`config.mk`:
```
export PLATFORM = sky130hd
export DESIGN_NAME = keyed_setclr_bank
export DESIGN_NICKNAME = d
export VERILOG_FILES = /design/src/rtl/keyreg_pkg.sv /design/src/rtl/setclr_reg.sv /design/src/rtl/bank_decode.sv /design/src/rtl/bank_rdmux.sv /design/src/rtl/keyed_setclr_bank.sv
export SDC_FILE = /design/constraint.sdc
export NUM_CORES = 1
export LEC_CHECK = 0
export ABC_AREA = 0
export BUFFER_PORTS_ARGS = -buffer_cell sky130_fd_sc_hd__buf_2
export CAP_MARGIN = 40
export CELL_PAD_IN_SITES_DETAIL_PLACEMENT = 0
export CELL_PAD_IN_SITES_GLOBAL_PLACEMENT = 1
export CORE_UTILIZATION = 34
export DETAILED_ROUTE_END_ITERATION = 16
export PLACE_DENSITY = 0.84
export REMOVE_ABC_BUFFERS = 1
export SLEW_MARGIN = 20
export SYNTH_ARGS = -nofsm -noshare
export SYNTH_HDL_FRONTEND = slang
export SYNTH_SLANG_ARGS = --single-unit
```
`constraint.sdc`:
```
create_clock -name clk -period 1.4 [get_ports clk]
set_input_delay 0.14 -clock clk [delete_from_list [all_inputs] [get_ports clk]]
set_output_delay 0.14 -clock clk [all_outputs]
set_load 0.05 [all_outputs]
```
`src/rtl/keyreg_pkg.sv`:
```
package keyreg_pkg;
    localparam int DATA_W = 32;
    localparam int KEY_W  = 16;
    localparam int ADDR_W = 8;
    localparam int LOW_W  = DATA_W - KEY_W;

    typedef logic [ADDR_W-1:0] addr_t;
    typedef logic [KEY_W-1:0]  key_t;
    typedef logic [LOW_W-1:0]  low_t;
    typedef logic [DATA_W-1:0] word_t;

    // one write strobe per decoded, key-qualified target
    typedef struct packed {
        logic plain_set;
        logic plain_clr;
        logic mode_wr;
        logic prot_set;
        logic prot_clr;
    } strobe_t;

    function automatic logic key_match(key_t got, key_t want);
        return got == want;
    endfunction
endpackage

```
`src/rtl/setclr_reg.sv`:
```
module setclr_reg #(
    parameter int W = 32
) (
    input  logic         clk,
    input  logic         rst,
    input  logic         set_stb,
    input  logic         clr_stb,
    input  logic [W-1:0] set_mask,
    input  logic [W-1:0] clr_mask,
    output logic [W-1:0] q
);
    logic [W-1:0] set_eff, clr_eff;

    always_comb begin
        set_eff = set_stb ? set_mask : '0;
        clr_eff = clr_stb ? clr_mask : '0;
    end

    always_ff @(posedge clk) begin
        if (rst) q <= '0;
        else     q <= (q | set_eff) & ~clr_eff;
    end


    set_effect_chk: assert property (@(posedge clk) disable iff (rst)
        (set_stb && !clr_stb) |=> ((q & $past(set_mask)) == $past(set_mask)));


    clr_effect_chk: assert property (@(posedge clk) disable iff (rst)
        (clr_stb && !set_stb) |=> ((q & $past(clr_mask)) == '0));


    hold_idle_chk: assert property (@(posedge clk) disable iff (rst)
        (!set_stb && !clr_stb) |=> $stable(q));
endmodule

```
`src/rtl/bank_decode.sv`:
```
module bank_decode
    import keyreg_pkg::*;
#(
    parameter addr_t PLAIN_SET = 8'h00,
    parameter addr_t PLAIN_CLR = 8'h04,
    parameter addr_t MODE_ADDR = 8'h10,
    parameter addr_t PROT_SET  = 8'h20,
    parameter addr_t PROT_CLR  = 8'h24,
    parameter key_t  MODE_KEY  = 16'hD64A,
    parameter key_t  SET_KEY   = 16'h2305,
    parameter key_t  CLR_KEY   = 16'h1807
) (
    input  addr_t   addr,
    input  logic    wr_en,
    input  key_t    key,
    output strobe_t stb
);
    always_comb begin
        stb           = '0;
        stb.plain_set = wr_en && (addr == PLAIN_SET);
        stb.plain_clr = wr_en && (addr == PLAIN_CLR);
        stb.mode_wr   = wr_en && (addr == MODE_ADDR) && key_match(key, MODE_KEY);
        stb.prot_set  = wr_en && (addr == PROT_SET)  && key_match(key, SET_KEY);
        stb.prot_clr  = wr_en && (addr == PROT_CLR)  && key_match(key, CLR_KEY);
    end
endmodule

```
`src/rtl/bank_rdmux.sv`:
```
module bank_rdmux
    import keyreg_pkg::*;
#(
    parameter addr_t PLAIN_STS = 8'h08,
    parameter addr_t MODE_ADDR = 8'h10,
    parameter addr_t PROT_STS  = 8'h28
) (
    input  addr_t addr,
    input  word_t plain_q,
    input  low_t  mode_q,
    input  low_t  prot_q,
    output word_t rdata
);
    always_comb begin
        if (addr == PLAIN_STS)      rdata = plain_q;
        else if (addr == MODE_ADDR) rdata = {{KEY_W{1'b0}}, mode_q};
        else if (addr == PROT_STS)  rdata = {{KEY_W{1'b0}}, prot_q};
        else                        rdata = '0;
    end
endmodule

```
`src/rtl/keyed_setclr_bank.sv`:
```
module keyed_setclr_bank
    import keyreg_pkg::*;
#(
    parameter addr_t PLAIN_SET = 8'h00,
    parameter addr_t PLAIN_CLR = 8'h04,
    parameter addr_t PLAIN_STS = 8'h08,
    parameter addr_t MODE_ADDR = 8'h10,
    parameter addr_t PROT_SET  = 8'h20,
    parameter addr_t PROT_CLR  = 8'h24,
    parameter addr_t PROT_STS  = 8'h28,
    parameter key_t  MODE_KEY  = 16'hD64A,
    parameter low_t  MODE_MASK = 16'h0002,
    parameter key_t  SET_KEY   = 16'h2305,
    parameter key_t  CLR_KEY   = 16'h1807
) (
    input  logic        clk,
    input  logic        rst,
    input  logic [7:0]  addr,
    input  logic        wr_en,
    input  logic [31:0] wdata,
    output logic [31:0] rdata
);
    strobe_t stb;
    word_t   plain_q;
    low_t    mode_q, prot_q;
    low_t    low_data;
    low_t    mode_set, mode_clr;

    assign low_data = wdata[LOW_W-1:0];
    assign mode_set = low_data & MODE_MASK;
    assign mode_clr = ~low_data & MODE_MASK;

    bank_decode #(
        .PLAIN_SET(PLAIN_SET), .PLAIN_CLR(PLAIN_CLR), .MODE_ADDR(MODE_ADDR),
        .PROT_SET(PROT_SET), .PROT_CLR(PROT_CLR),
        .MODE_KEY(MODE_KEY), .SET_KEY(SET_KEY), .CLR_KEY(CLR_KEY)
    ) dec_i (
        .addr(addr), .wr_en(wr_en), .key(wdata[DATA_W-1:LOW_W]), .stb(stb)
    );

    setclr_reg #(.W(DATA_W)) plain_i (
        .clk(clk), .rst(rst),
        .set_stb(stb.plain_set), .clr_stb(stb.plain_clr),
        .set_mask(wdata), .clr_mask(wdata), .q(plain_q)
    );

    setclr_reg #(.W(LOW_W)) mode_i (
        .clk(clk), .rst(rst),
        .set_stb(stb.mode_wr), .clr_stb(stb.mode_wr),
        .set_mask(mode_set), .clr_mask(mode_clr), .q(mode_q)
    );

    setclr_reg #(.W(LOW_W)) prot_i (
        .clk(clk), .rst(rst),
        .set_stb(stb.prot_set), .clr_stb(stb.prot_clr),
        .set_mask(low_data), .clr_mask(low_data), .q(prot_q)
    );

    bank_rdmux #(
        .PLAIN_STS(PLAIN_STS), .MODE_ADDR(MODE_ADDR), .PROT_STS(PROT_STS)
    ) mux_i (
        .addr(addr), .plain_q(plain_q), .mode_q(mode_q), .prot_q(prot_q),
        .rdata(rdata)
    );


    sts_write_ignored_chk: assert property (@(posedge clk) disable iff (rst)
        (wr_en && (addr == PLAIN_STS || addr == PROT_STS))
        |=> ($stable(plain_q) && $stable(prot_q) && $stable(mode_q)));


    mode_badkey_chk: assert property (@(posedge clk) disable iff (rst)
        (wr_en && addr == MODE_ADDR && wdata[31:16] != MODE_KEY) |=> $stable(mode_q));


    prot_set_badkey_chk: assert property (@(posedge clk) disable iff (rst)
        (wr_en && addr == PROT_SET && wdata[31:16] != SET_KEY) |=> $stable(prot_q));


    prot_clr_badkey_chk: assert property (@(posedge clk) disable iff (rst)
        (wr_en && addr == PROT_CLR && wdata[31:16] != CLR_KEY) |=> $stable(prot_q));


    mode_outside_mask_chk: assert property (@(posedge clk) disable iff (rst)
        wr_en |=> ((mode_q & ~MODE_MASK) == '0));
endmodule

```
# --- After elaboration in Yosys (flattened, before gate mapping) ---
# Index checks and enable logic that the tools add are counted.
op_classes:
  eq_ne: 9
  n_mux: 9
  n_bitwise: 10
  reduce_logical: 9
ops:
  columns: ["cell", "n"]
  rows:
  - ["2-to-1 mux 32 bit", 4]
  - ["2-to-1 mux 16 bit", 3]
  - ["AND 16 bit", 2]
  - ["AND 32 bit", 1]
  - ["inverter 16 bit", 2]
  - ["inverter 32 bit", 1]
  - ["bitwise OR 16 bit", 2]
  - ["bitwise OR 32 bit", 1]
  - ["== test 8 x 6 -> 1 bit, second input constant", 3]
  - ["== test 16 x 13 -> 1 bit, second input constant", 1]
  - ["== test 16 x 14 -> 1 bit, second input constant", 1]
  - ["== test 16 bit, second input constant", 1]
  - ["== test 8 x 3 -> 1 bit, second input constant", 1]
  - ["== test 8 x 4 -> 1 bit, second input constant", 1]
  - ["== test 8 x 5 -> 1 bit, second input constant", 1]
  - ["logical AND 1 bit", 8]
  - ["logical NOT 8 bit", 1]
  - ["2-to-1 mux 2 bit", 2]
  - ["inverter 2 bit", 1]
word_totals:
  ff_bits: 64
  inputBits: 43
  output_inout_bits: 32
  word_cells: 40

# --- Logic depth before layout (Yosys ltp) ---
# Gate-level depths: netlist of the first run.
depth:
  depth_word: 6
  ltp_mapped: 6
  ltp_nobuf: 4

# --- Cells and area by module ---
# A second synthesis of the first run with hierarchy kept.
unflattened:
  hier_cells: 320
  area_unflattened_um2: 3358.2
by_module_without_submodules:
  columns: ["module", "n_inst", "cells_per_inst", "area_each_um2", "seq_area_each_um2"]
  rows:
  - ["setclr_reg at mode_i ...", 2, 54, 678.2, 320.3]
  - ["setclr_reg at plain_i", 1, 105, 1255.0, 640.6]
  - ["bank_rdmux", 1, 81, 573.0, 0.0]
  - ["bank_decode", 1, 24, 166.4, 0.0]
  - ["keyed_setclr_bank", 1, 2, 7.5, 0.0]

# --- Worst setup path after synthesis of the first run ---
# Ideal clock, no wire load.
synth_path:
  path_kind: "input-to-output"
  start: "input addr[2]"
  end: "output rdata[10]"
  t_arrival_ns: 1.544
  t_required_ns: 1.260
  slack_ns: -0.284
  cell_stages: 5
  n_path_buf: 2
  path_cell_list: "nor4b_2 > and2_0 > clkbuf_2 > buf_2 > a22o_1"
synth_between:
  elab_chain_cells: 4
  elab_cells_between_ends: 6
  classes_between: "eq/ne (3); mux (3)"
synth_lines:
  columns: ["element", "line_no", "source"]
  rows:
  - ["start: declaration", "keyed_setclr_bank.sv:18", "input logic [7:0] addr,"]
  - ["== test 8 x 6 -> 1 bit", "bank_rdmux.sv:17", "else if (addr == PROT_STS) rdata = {{KEY_W{1'b0}}, prot_q};"]
  - ["2-to-1 mux 16 bit", "bank_rdmux.sv:17", null]
  - ["2-to-1 mux 32 bit", "bank_rdmux.sv:16", "else if (addr == MODE_ADDR) rdata = {{KEY_W{1'b0}}, mode_q};"]
  - ["2-to-1 mux 32 bit *", "bank_rdmux.sv:15", "if (addr == PLAIN_STS) rdata = plain_q;"]
  - ["end: declaration", "keyed_setclr_bank.sv:21", "output logic [31:0] rdata"]
# Every way passes the cells marked *; elsewhere a longest branch is shown, timed or not.

# --- Worst setup path in the final report of the first run ---
layout_path:
  start: "input addr[1]"
  end: "output rdata[1]"
# The elaborated chain is that of the path after synthesis.

==> out/results.txt, run 1 <==
Status = finished with violations
Failing checks = negative setup slack
MaxCap Viol Count = 0
Crit path DAT = 1360 ps
Worst-Skew Late Latency = 290 ps
Number of library cell types mapped by synthesis = 36
Peak supply drop = 368 uV
CP Capture Type = output pin
Via density = 5.50
Dpl ws = -253 ps
Max Clock Skew = 0 ps
Slew headroom = 75.9%
Clk root buf = clkbuf_8
Fillers = 624
DR WL/cell = 16.5 microns
Core box area = 0.00679 sq mm
Synth Instances = 253
Drt total wl = 7220 microns
CP max FO = 8
Cell Pwr Density = 676 mW/mm^2
Post-synthesis sequential area ratio = 41.0%
Final Worst Setup Slack = -95.9 ps
Ys Warns = 0
Fmax = 0.668 GHz
CP Class = in2out
Post-DP HPWL = 4700 microns
Via count = 2411
Synth async-reset ratio = 0%
Clock transition at path regs = 80 ps
CTS tree = done
DRT Pass-1 Iters = 4
Worst setup SP type = input pin
Largest family of logic cells by synthesized area = compound AO/OA/AOI/OAI gates
Final Hold Vio Count = 0
RSZ-0062 raised after global routing = yes
ANT cells = 0
Largest net degree at the start of global routing = 34
CTS Buf Count = 5
Chip height = 85.8 microns
Synth Area in Compound Gates = 32.5%
Tmin final = 1500 ps
Post-Synth XOR/XNOR Area = 0%
Final setup vio count = 16
WL met1 = 3420 microns
Final worst-path cycle share = 107%
Final #Nets = 386
Iteration-0 DRC Markers = 108
Mapped Avg Cell Area = 9.45 sq um
First-pass GRT wire length = 11700 microns
Area grow syn2layout = 49.5%
CP required = 1260 ps
Top cells by area, synth = dfxtp_1, a211oi_1, and3_1, a21oi_1, a22o_1
Synth Register Bits = 49
Drt drc = 0
Initial Utilization = 35.2%
CTS Buffer Depth = 2
Global route overflow = 0
GRT Util Overall = 20.0%
Met3 wire length = 368 microns
Ports = 75
Slew @ Worst Pin = 362 ps
Multiplexer area fraction after synthesis = 0%
Syn Std Cell Area = 0.00239 sq mm
Share of post-route cells with drive strength above 1 = 42.4%
Synth Area in Simple Gates = 20.2%
Met2 Wirelength = 3360 microns
Slew Limit Fails = 0
Cts hold-fix bufs = 0
PortBufs = 74
CTS H-tree depth = 2
Die area = 0.00737 sq mm
Post-DRT Antenna Nets = 0
Top FF cell, synth = dfxtp_1
Top Metal Used = met4
EDFF count, synth = 0
Leakage power = 0.00140 uW
Vias in the first global route = 2349
Initial antenna violation count = 0
Synth top area share = 41.0%
Cell taking the most area after synthesis = dfxtp_1
Hold crit path type = in2reg
Final core occ = 52.6%
Adder-cell share of the synthesized area = 0%
Rows = 30
Die W = 85.8 microns
Routability cong. = 0.761
Clock sink count = 49
registers in the layout, summed over array words and instances, names as in the netlist, named ones only:
name       cells
prot_i.q      16
plain_i.q     32
worst paths after layout:
check,slack [ps],start,endpoint,cells after the start
setup / recovery,-100,addr[1],rdata[1],8
hold / removal,60,wdata[9],plain_i.q[9],2
setup reg to reg,700,plain_i.q[4],plain_i.q[4],2
hold reg to reg,520,plain_i.q[24],plain_i.q[24],2
synth_stat cells (2+ instances only):
master and instances:
and3_1 35, nand3_1 2, nor4b_1 2, buf_6 5
nor4b_2 2, nor3_1 2, and4bb_2 2, nand2_1 3
dfxtp_1 49, a31oi_1 16, clkbuf_1 10, clkbuf_2 3
a211oi_1 48, nor4bb_1 2, a21oi_1 32, buf_2 6
a22o_1 15
through the flow:
stage / instance area [sq um] / hold slack [ps] / instances / total power [uW] / setup TNS [ps]
floorplan: 2240 / 213 / 228 / 1470 / -25730
global placement: 3030 / 363 / 428 / 1640 / -12440
detailed placement: 3030 / 368 / 428 / 1650 / -14220
CTS: 3430 / 51.9 / 436 / 2410 / -1100
global route: 3570 / 49.6 / 438 / 2530 / -1820
finish: 3570 / 56.4 / 438 / 2410 / -1070
what timing repair did:
| item | 4_1_cts | 5_1_grt |
|---|---|---|
| cloned | 1 | 2 |
| setup buffers | 2 | 2 |
| pin swaps | 16 | 7 |
| setup endpoints to repair | 32 | 49 |
| resized for setup | 85 | 22 |
power by group:
part / switching [uW] / internal (uW) / total (uW)
combinational: 136 / 112 / 249
sequential: 0.608 / 1390 / 1390
clock: 442 / 330 / 771
total: 579 / 1840 / 2410
metal layers:
| layer | up-vias | global-route usage [%] |
|---|---|---|
| met5 | - | 0 |
| met4 | 0 | 4.55 |
| met3 | 8 | 4.81 |
| met2 | 69 | 31.4 |
| met1 | 1146 | 27.8 |
| li1 | 1188 | - |
cells in the final DEF, fill, tap and decap left out, types with 2 or more instances in the layout:
master / n
a211oi_1: 45
a211oi_2: 3
a21oi_1: 32
a22o_1: 14
a31oi_1: 16
and2_4: 2
and3_1: 22
and3_4: 13
and4bb_2: 2
buf_12: 7
buf_2: 39
buf_4: 26
buf_6: 22
buf_8: 11
clkbuf_16: 2
clkbuf_8: 5
dfxtp_1: 49
nand2_1: 3
nand3_1: 2
nor3_1: 2
nor4b_1: 2
nor4bb_1: 2
logic make-up after synthesis:
group                  Yosys count
AOI/OAI and AO/OA              114
buffers and inverters           26
DFF                             49
and+or+nand+nor                 64
final cells by class:
| class | instances | area [sq um] | area share (%) |
|---|---|---|---|
| clock inverters | 1 | 5.00 | 0.140 |
| well taps | 96 | 120 | 3.36 |
| repair buffers | 108 | 1020 | 28.6 |
| multi-input cells | 178 | 1370 | 38.4 |
| inverters | 1 | 3.75 | 0.105 |
| flip-flops and latches | 49 | 981 | 27.5 |
| clock buffers | 5 | 68.8 | 1.93 |
worst max-delay path: stages:
cell and delay [ps]:
buf_8 100, nor4b_4 260, buf_4 170, and2_4 200, buf_12 140, a22oi_2 70
nand2_1 100, buf_6 170
Note: power is estimated with default switching activity, not from simulation.
==> run 2, diff against run 1 <==
CORE_UTILIZATION = 40   (was 34)
PLACE_DENSITY = 0.92   (was 0.84)
clock period = 1.75 ns   (was 1.4 ns; I/O delays follow)
==> out/results.txt, run 2 (synthesis results as in run 1) <==
Die area = 0.00629 sq mm (-15%)
Commonest cells after routing, fill and taps aside = buf_2, dfxtp_1, a211oi_1, and3_1, a21oi_1
Vias in the first global route = 2122 (-9.7%)
MaxCap Viol Count = 0 (unchanged)
Fmax = 0.602 GHz
Final #Nets = 371 (-3.9%)
Top reg by flops = plain_i.q
Crit path DAT = 1480 ps (+120 ps)
CTS Buffer Depth = 2 (unchanged)
Worst setup SP type = input pin
Reg2Reg Setup Slack = 1030 ps (+330 ps)
CP Class = in2out
Via count = 2335 (-3.2%)
Share of post-route cells with drive strength above 1 = 33.5% (-8.9 points)
Post-placement cell area = 0.00291 sq mm (-4.1%)
Reg-to-Reg Start = plain_i.q[7]
Drt drc = 0 (unchanged)
Worst hold stages = 2 (unchanged)
Routability cong. = 0.803 (+5.6%)
CP required = 1570 ps (+310 ps)
Final setup vio count = 0 (-16)
Status = complete, no violations
Clock transition at path regs = 90 ps (about the same)
Commonest non-fill, non-tap cell in the layout = buf_2
Iteration-0 DRC Markers = 89 (-18%)
Rows = 27 (-10%)
Initial Utilization = 42.4% (+7.2 points)
Slew headroom = 68.3% (-7.5 points)
WP buf/inv = 3 (-1)
Via density = 5.84 (+6.0%)
Post-DRT Antenna Nets = 0 (unchanged)
Final worst-path cycle share = 94.8%
Hold crit path type = in2reg
Peak supply drop = 404 uV (+9.9%)
FF-to-FF path depth = 2 (unchanged)
Max Clock Skew = 0 ps (unchanged)
Post-route insts no fill = 400 (-8.7%)
Endpoint, Worst Hold = plain_i.q[6]
Core box area = 0.00564 sq mm (-17%)
DRT Pass-1 Iters = 4 (unchanged)
Cell Pwr Density = 682 mW/mm^2 (+0.94%)
Chip height = 79.3 microns (-7.6%)
Placed cells = 393 (-8.2%)
Slew @ Worst Pin = 475 ps (+113 ps)
First-pass GRT wire length = 10400 microns (-11%)
Post-DP HPWL = 4450 microns (-5.4%)
Largest net degree at the start of global routing = 28 (-18%)
Worst-Skew Late Latency = 290 ps (about the same)
CTS Buf Count = 5 (unchanged)
Max incr delay on CP = 340 ps (+80 ps)
Crit path top cell by count = buf_2
CP Cell Sequence = buf_2, nor4b_4, and2_0, buf_4, a22o_1, buf_2
Tmin final = 1660 ps
Max reg flops = 32 (unchanged)
CP Capture Type = output pin
CTS tree = done
CP max FO = 12 (+4)
Clock sink count = 49 (unchanged)
Slew Limit Fails = 0 (unchanged)
ANT cells = 0 (unchanged)
DR WL/cell = 16.1 microns (-2.3%)
Global route overflow = 0 (unchanged)
GRT Util Overall = 21.2% (+1.2 points)
CP max-delay cell = nor4b_4
Final Hold Vio Count = 0 (unchanged)
Area grow syn2layout = 26.5%
Initial antenna violation count = 0 (unchanged)
Clk root buf = clkbuf_8
CTS H-tree depth = 2 (unchanged)
Drt total wl = 6440 microns (-11%)
RSZ-0062 raised after global routing = no
Ports = 75 (unchanged)
PortBufs = 74 (unchanged)
Die W = 79.3 microns (-7.6%)
Leakage power = 0.00130 uW (-7.3%)
Final instance area = 0.00302 sq mm (-15%)
Worst hold start = wdata[6]
Largest regs = plain_i.q (32), prot_i.q (16)
R2r endpoint = plain_i.q[7]
Worst path top cell family by delay = buffers and inverters
==> run 2: metrics by stage <==
step | worst slack (ps) | power (uW) | hold WS, ps | setup TNS [ps] | utilization (%)
after detailed placement | 10.1 | 1300 | 398 | 0 | 51.6
after global placement | 101 | 1300 | 393 | 0 | 51.6
after floorplan | -350 | 1170 | 248 | -8000 | -
after CTS | 9.24 | 2090 | 74.0 | 0 | 53.4
final | 90.2 | 2060 | 83.9 | 0 | 53.6
after global routing | 3.28 | 2150 | 78.5 | 0 | 53.6
==> run 2: cell type report <==
cell class | instances | area [sq um]
inverters | 1 | 3.75
fillers | 544 | 2620
repair buffers | 93 | 578
flip-flops and latches | 49 | 981
well taps | 72 | 90.1
multi-input cells | 178 | 1270
clock buffers | 5 | 68.8
clock inverters | 2 | 35.0
==> run 2: per-layer routing <==
metal	part of all wire, %	wire length [microns]	vias to the layer above	global-route usage, %
met5	0	0	-	0
met4	2.0	129	0	8.36
met3	6.0	385	10	2.64
met2	48	3060	69	35.6
met1	44	2860	1092	27.6
li1	-	-	1164	-
==> run 2: power breakdown <==
group / internal, uW / switching, uW / leakage (uW)
Sequential: 1110 / 0.430 / 0.000394
Combinational: 64.8 / 96.7 / 0.000850
Clock: 416 / 370 / 0.0000540
==> run 2: what timing repair did <==
item | in CTS | in global routing
resized for setup | 0 | 2
endpoints found under the setup margin | 0 | 12
hold buffers | 0 | 0
setup buffers | 0 | 0
==> run 2: worst max-delay path by stage <==
| stage | from | endpoint | slack, ps | cells after the start |
|---|---|---|---|---|
| 2_1_floorplan | addr[2] | rdata[1] | -350 | 4 |
| 5_1_grt | addr[2] | rdata[3] | 3 | 6 |
| 4_1_cts | addr[2] | rdata[6] | 9 | 6 |
| 3_5_place_dp | addr[2] | rdata[6] | 10 | 6 |
| 6_report | addr[2] | rdata[4] | 90 | 6 |
| 3_3_place_gp | addr[2] | rdata[8] | 100 | 6 |
==> run 2: worst register-to-register path, cell delays in order, from the launching register on <==
cell and delay [ps]:
dfxtp_1 350, a21oi_1 50, a211oi_1 240
==> run 3, diff against run 2 <==
CORE_UTILIZATION = 38   (was 40)
PLACE_DENSITY = 0.89   (was 0.92)
clock period = 1.8 ns   (was 1.75 ns; I/O delays follow)
==> out/results.txt, run 3 (synthesis results as in run 1) <==
CTS tree = done
ANT cells = 0 (unchanged)
Fmax = 0.587 GHz
CP max FO = 16 (+4)
Max reg flops = 32 (unchanged)
Share of post-route cells with drive strength above 1 = 33.1% (-0.41 points)
Commonest non-fill, non-tap cell in the layout = buf_2
Leakage power = 0.00127 uW (-2.1%)
Area grow syn2layout = 26.3%
GRT Util Overall = 20.3% (-0.91 points)
RSZ-0062 raised after global routing = no
Rows = 28 (+3.7%)
CP Class = in2out
Top reg by flops = plain_i.q
Status = complete, no violations
Crit path DAT = 1520 ps (+40 ps)
Commonest cells after routing, fill and taps aside = buf_2, dfxtp_1, a211oi_1, and3_1, a21oi_1
Fin Hold WS = 87.2 ps (+3.26 ps)
DRT Pass-1 Iters = 4 (unchanged)
DR WL/cell = 15.8 microns (-1.8%)
Ports = 75 (unchanged)
Via density = 5.84 (about the same)
Initial antenna violation count = 0 (unchanged)
Final worst-path cycle share = 94.6%
FF/Latch Area = 981 sq um (unchanged)
Final setup vio count = 0 (unchanged)
Cell Pwr Density = 629 mW/mm^2 (-7.8%)
Slew @ Worst Pin = 507 ps (+32.5 ps)
Peak supply drop = 343 uV (-15%)
Cts hold-fix bufs = 0 (unchanged)
Worst-Skew Late Latency = 300 ps (about the same)
Via count = 2343 (+0.34%)
Vias in the first global route = 2179 (+2.7%)
Routability cong. = 0.807 (+0.42%)
CTS Buffer Depth = 2 (unchanged)
Initial Utilization = 39.9% (-2.5 points)
Chip height = 81.3 microns (+2.5%)
Slew Limit Fails = 0 (unchanged)
Die W = 81.3 microns (+2.5%)
Die area = 0.00661 sq mm (+5.1%)
CP required = 1620 ps (+50 ps)
CTS H-tree depth = 2 (unchanged)
Final Hold Vio Count = 0 (unchanged)
PortBufs = 74 (unchanged)
Worst setup SP type = input pin
Slew headroom = 65.7% (-2.6 points)
Multi-input gate area = 0.00126 sq mm (-0.69%)
CP Capture Type = output pin
Drt drc = 0 (unchanged)
Final #Nets = 368 (-0.81%)
Post-DP HPWL = 4430 microns (-0.43%)
Tmin final = 1700 ps
Drt total wl = 6340 microns (-1.5%)
Hold crit path type = in2reg
Clock sink count = 49 (unchanged)
Largest net degree at the start of global routing = 27 (-3.6%)
First-pass GRT wire length = 10400 microns (-0.54%)
Post-DRT Antenna Nets = 0 (unchanged)
Tot Pwr = 1900 uW (-8.0%)
Clock transition at path regs = 90 ps (about the same)
Iteration-0 DRC Markers = 123 (+38%)
Global route overflow = 0 (unchanged)
MaxCap Viol Count = 0 (unchanged)
Largest regs = plain_i.q (32), prot_i.q (16)
Max Clock Skew = 0 ps (unchanged)
CTS Buf Count = 5 (unchanged)
Core box area = 0.00599 sq mm (+6.2%)
Clk root buf = clkbuf_8
Fillers = 593 (+9.0%)
-- run 3: cell types whose count changed in the layout (fill, tap and decap cells not counted) --
cell	previous run	this run
clkbuf_4	1	5
nor4b_4	1	0
inv_6	0	1
buf_4	14	9
and2_0	1	0
nor4b_2	1	2
bufinv_16	1	0
buf_12	5	7
and2_1	1	2
clkinvlp_4	0	1
buf_2	73	69
-- run 3: critical path, cell delays in order --
cell and delay (ps):
buf_2 120, nor4b_2 270, buf_4 190, and2_1 170, buf_12 160, a22o_1 160
buf_2 270
-- run 3: worst paths after layout --
path | end | depth (start not counted) | slack, ps | startpoint
setup reg to reg | prot_i.q[6] | 2 | 1090 | prot_i.q[6]
hold reg to reg | flip-flop | 2 | 520 | flip-flop
setup / recovery | rdata[5] | 7 | 100 | addr[2]
hold / removal | plain_i.q[21] | 2 | 90 | wdata[21]
-- run 3: power by group --
group | leakage (uW) | switching [uW] | total [uW] | internal (uW)
Sequential | 0.000394 | 0.400 | 1080 | 1080
Combinational | 0.000831 | 93.2 | 155 | 61.6
Clock | 0.0000445 | 383 | 659 | 276
-- run 3: routing by layer --
metal  global-route usage [%]  routed length, microns  vias to the layer above
met5                        0                       0                        -
met4                     5.89                      85                        0
met3                     3.48                     333                       11
met2                     33.9                    2940                       67
met1                     26.7                    2980                     1104
li1                         -                       -                     1161
-- run 3: stage by stage --
step / area (sq um) / setup TNS (ps) / worst slack [ps] / std cells / util (%)
CTS: 3010 / 0 / 31.4 / 401 / 50.2
floorplan: 2240 / -5920 / -310 / 228 / -
detailed placement: 2920 / 0 / 39.2 / 393 / 48.7
global placement: 2920 / 0 / 60.9 / 393 / 48.7
global route: 3020 / 0 / 22.5 / 401 / 50.4
finish: 3020 / 0 / 97.0 / 401 / 50.4
-- run 3: repair_timing --
action	in CTS	in global routing
setup endpoints to repair	0	13
resized for setup	0	6
setup buffers	0	0
-- run 3: final cells by class --
class | count | share of cell area, %
well taps | 75 | 3.11
repair buffers | 90 | 19.6
flip-flops and latches | 49 | 32.5
inverters | 1 | 0.124
clock buffers | 5 | 2.28
multi-input cells | 178 | 41.7
clock inverters | 3 | 0.705
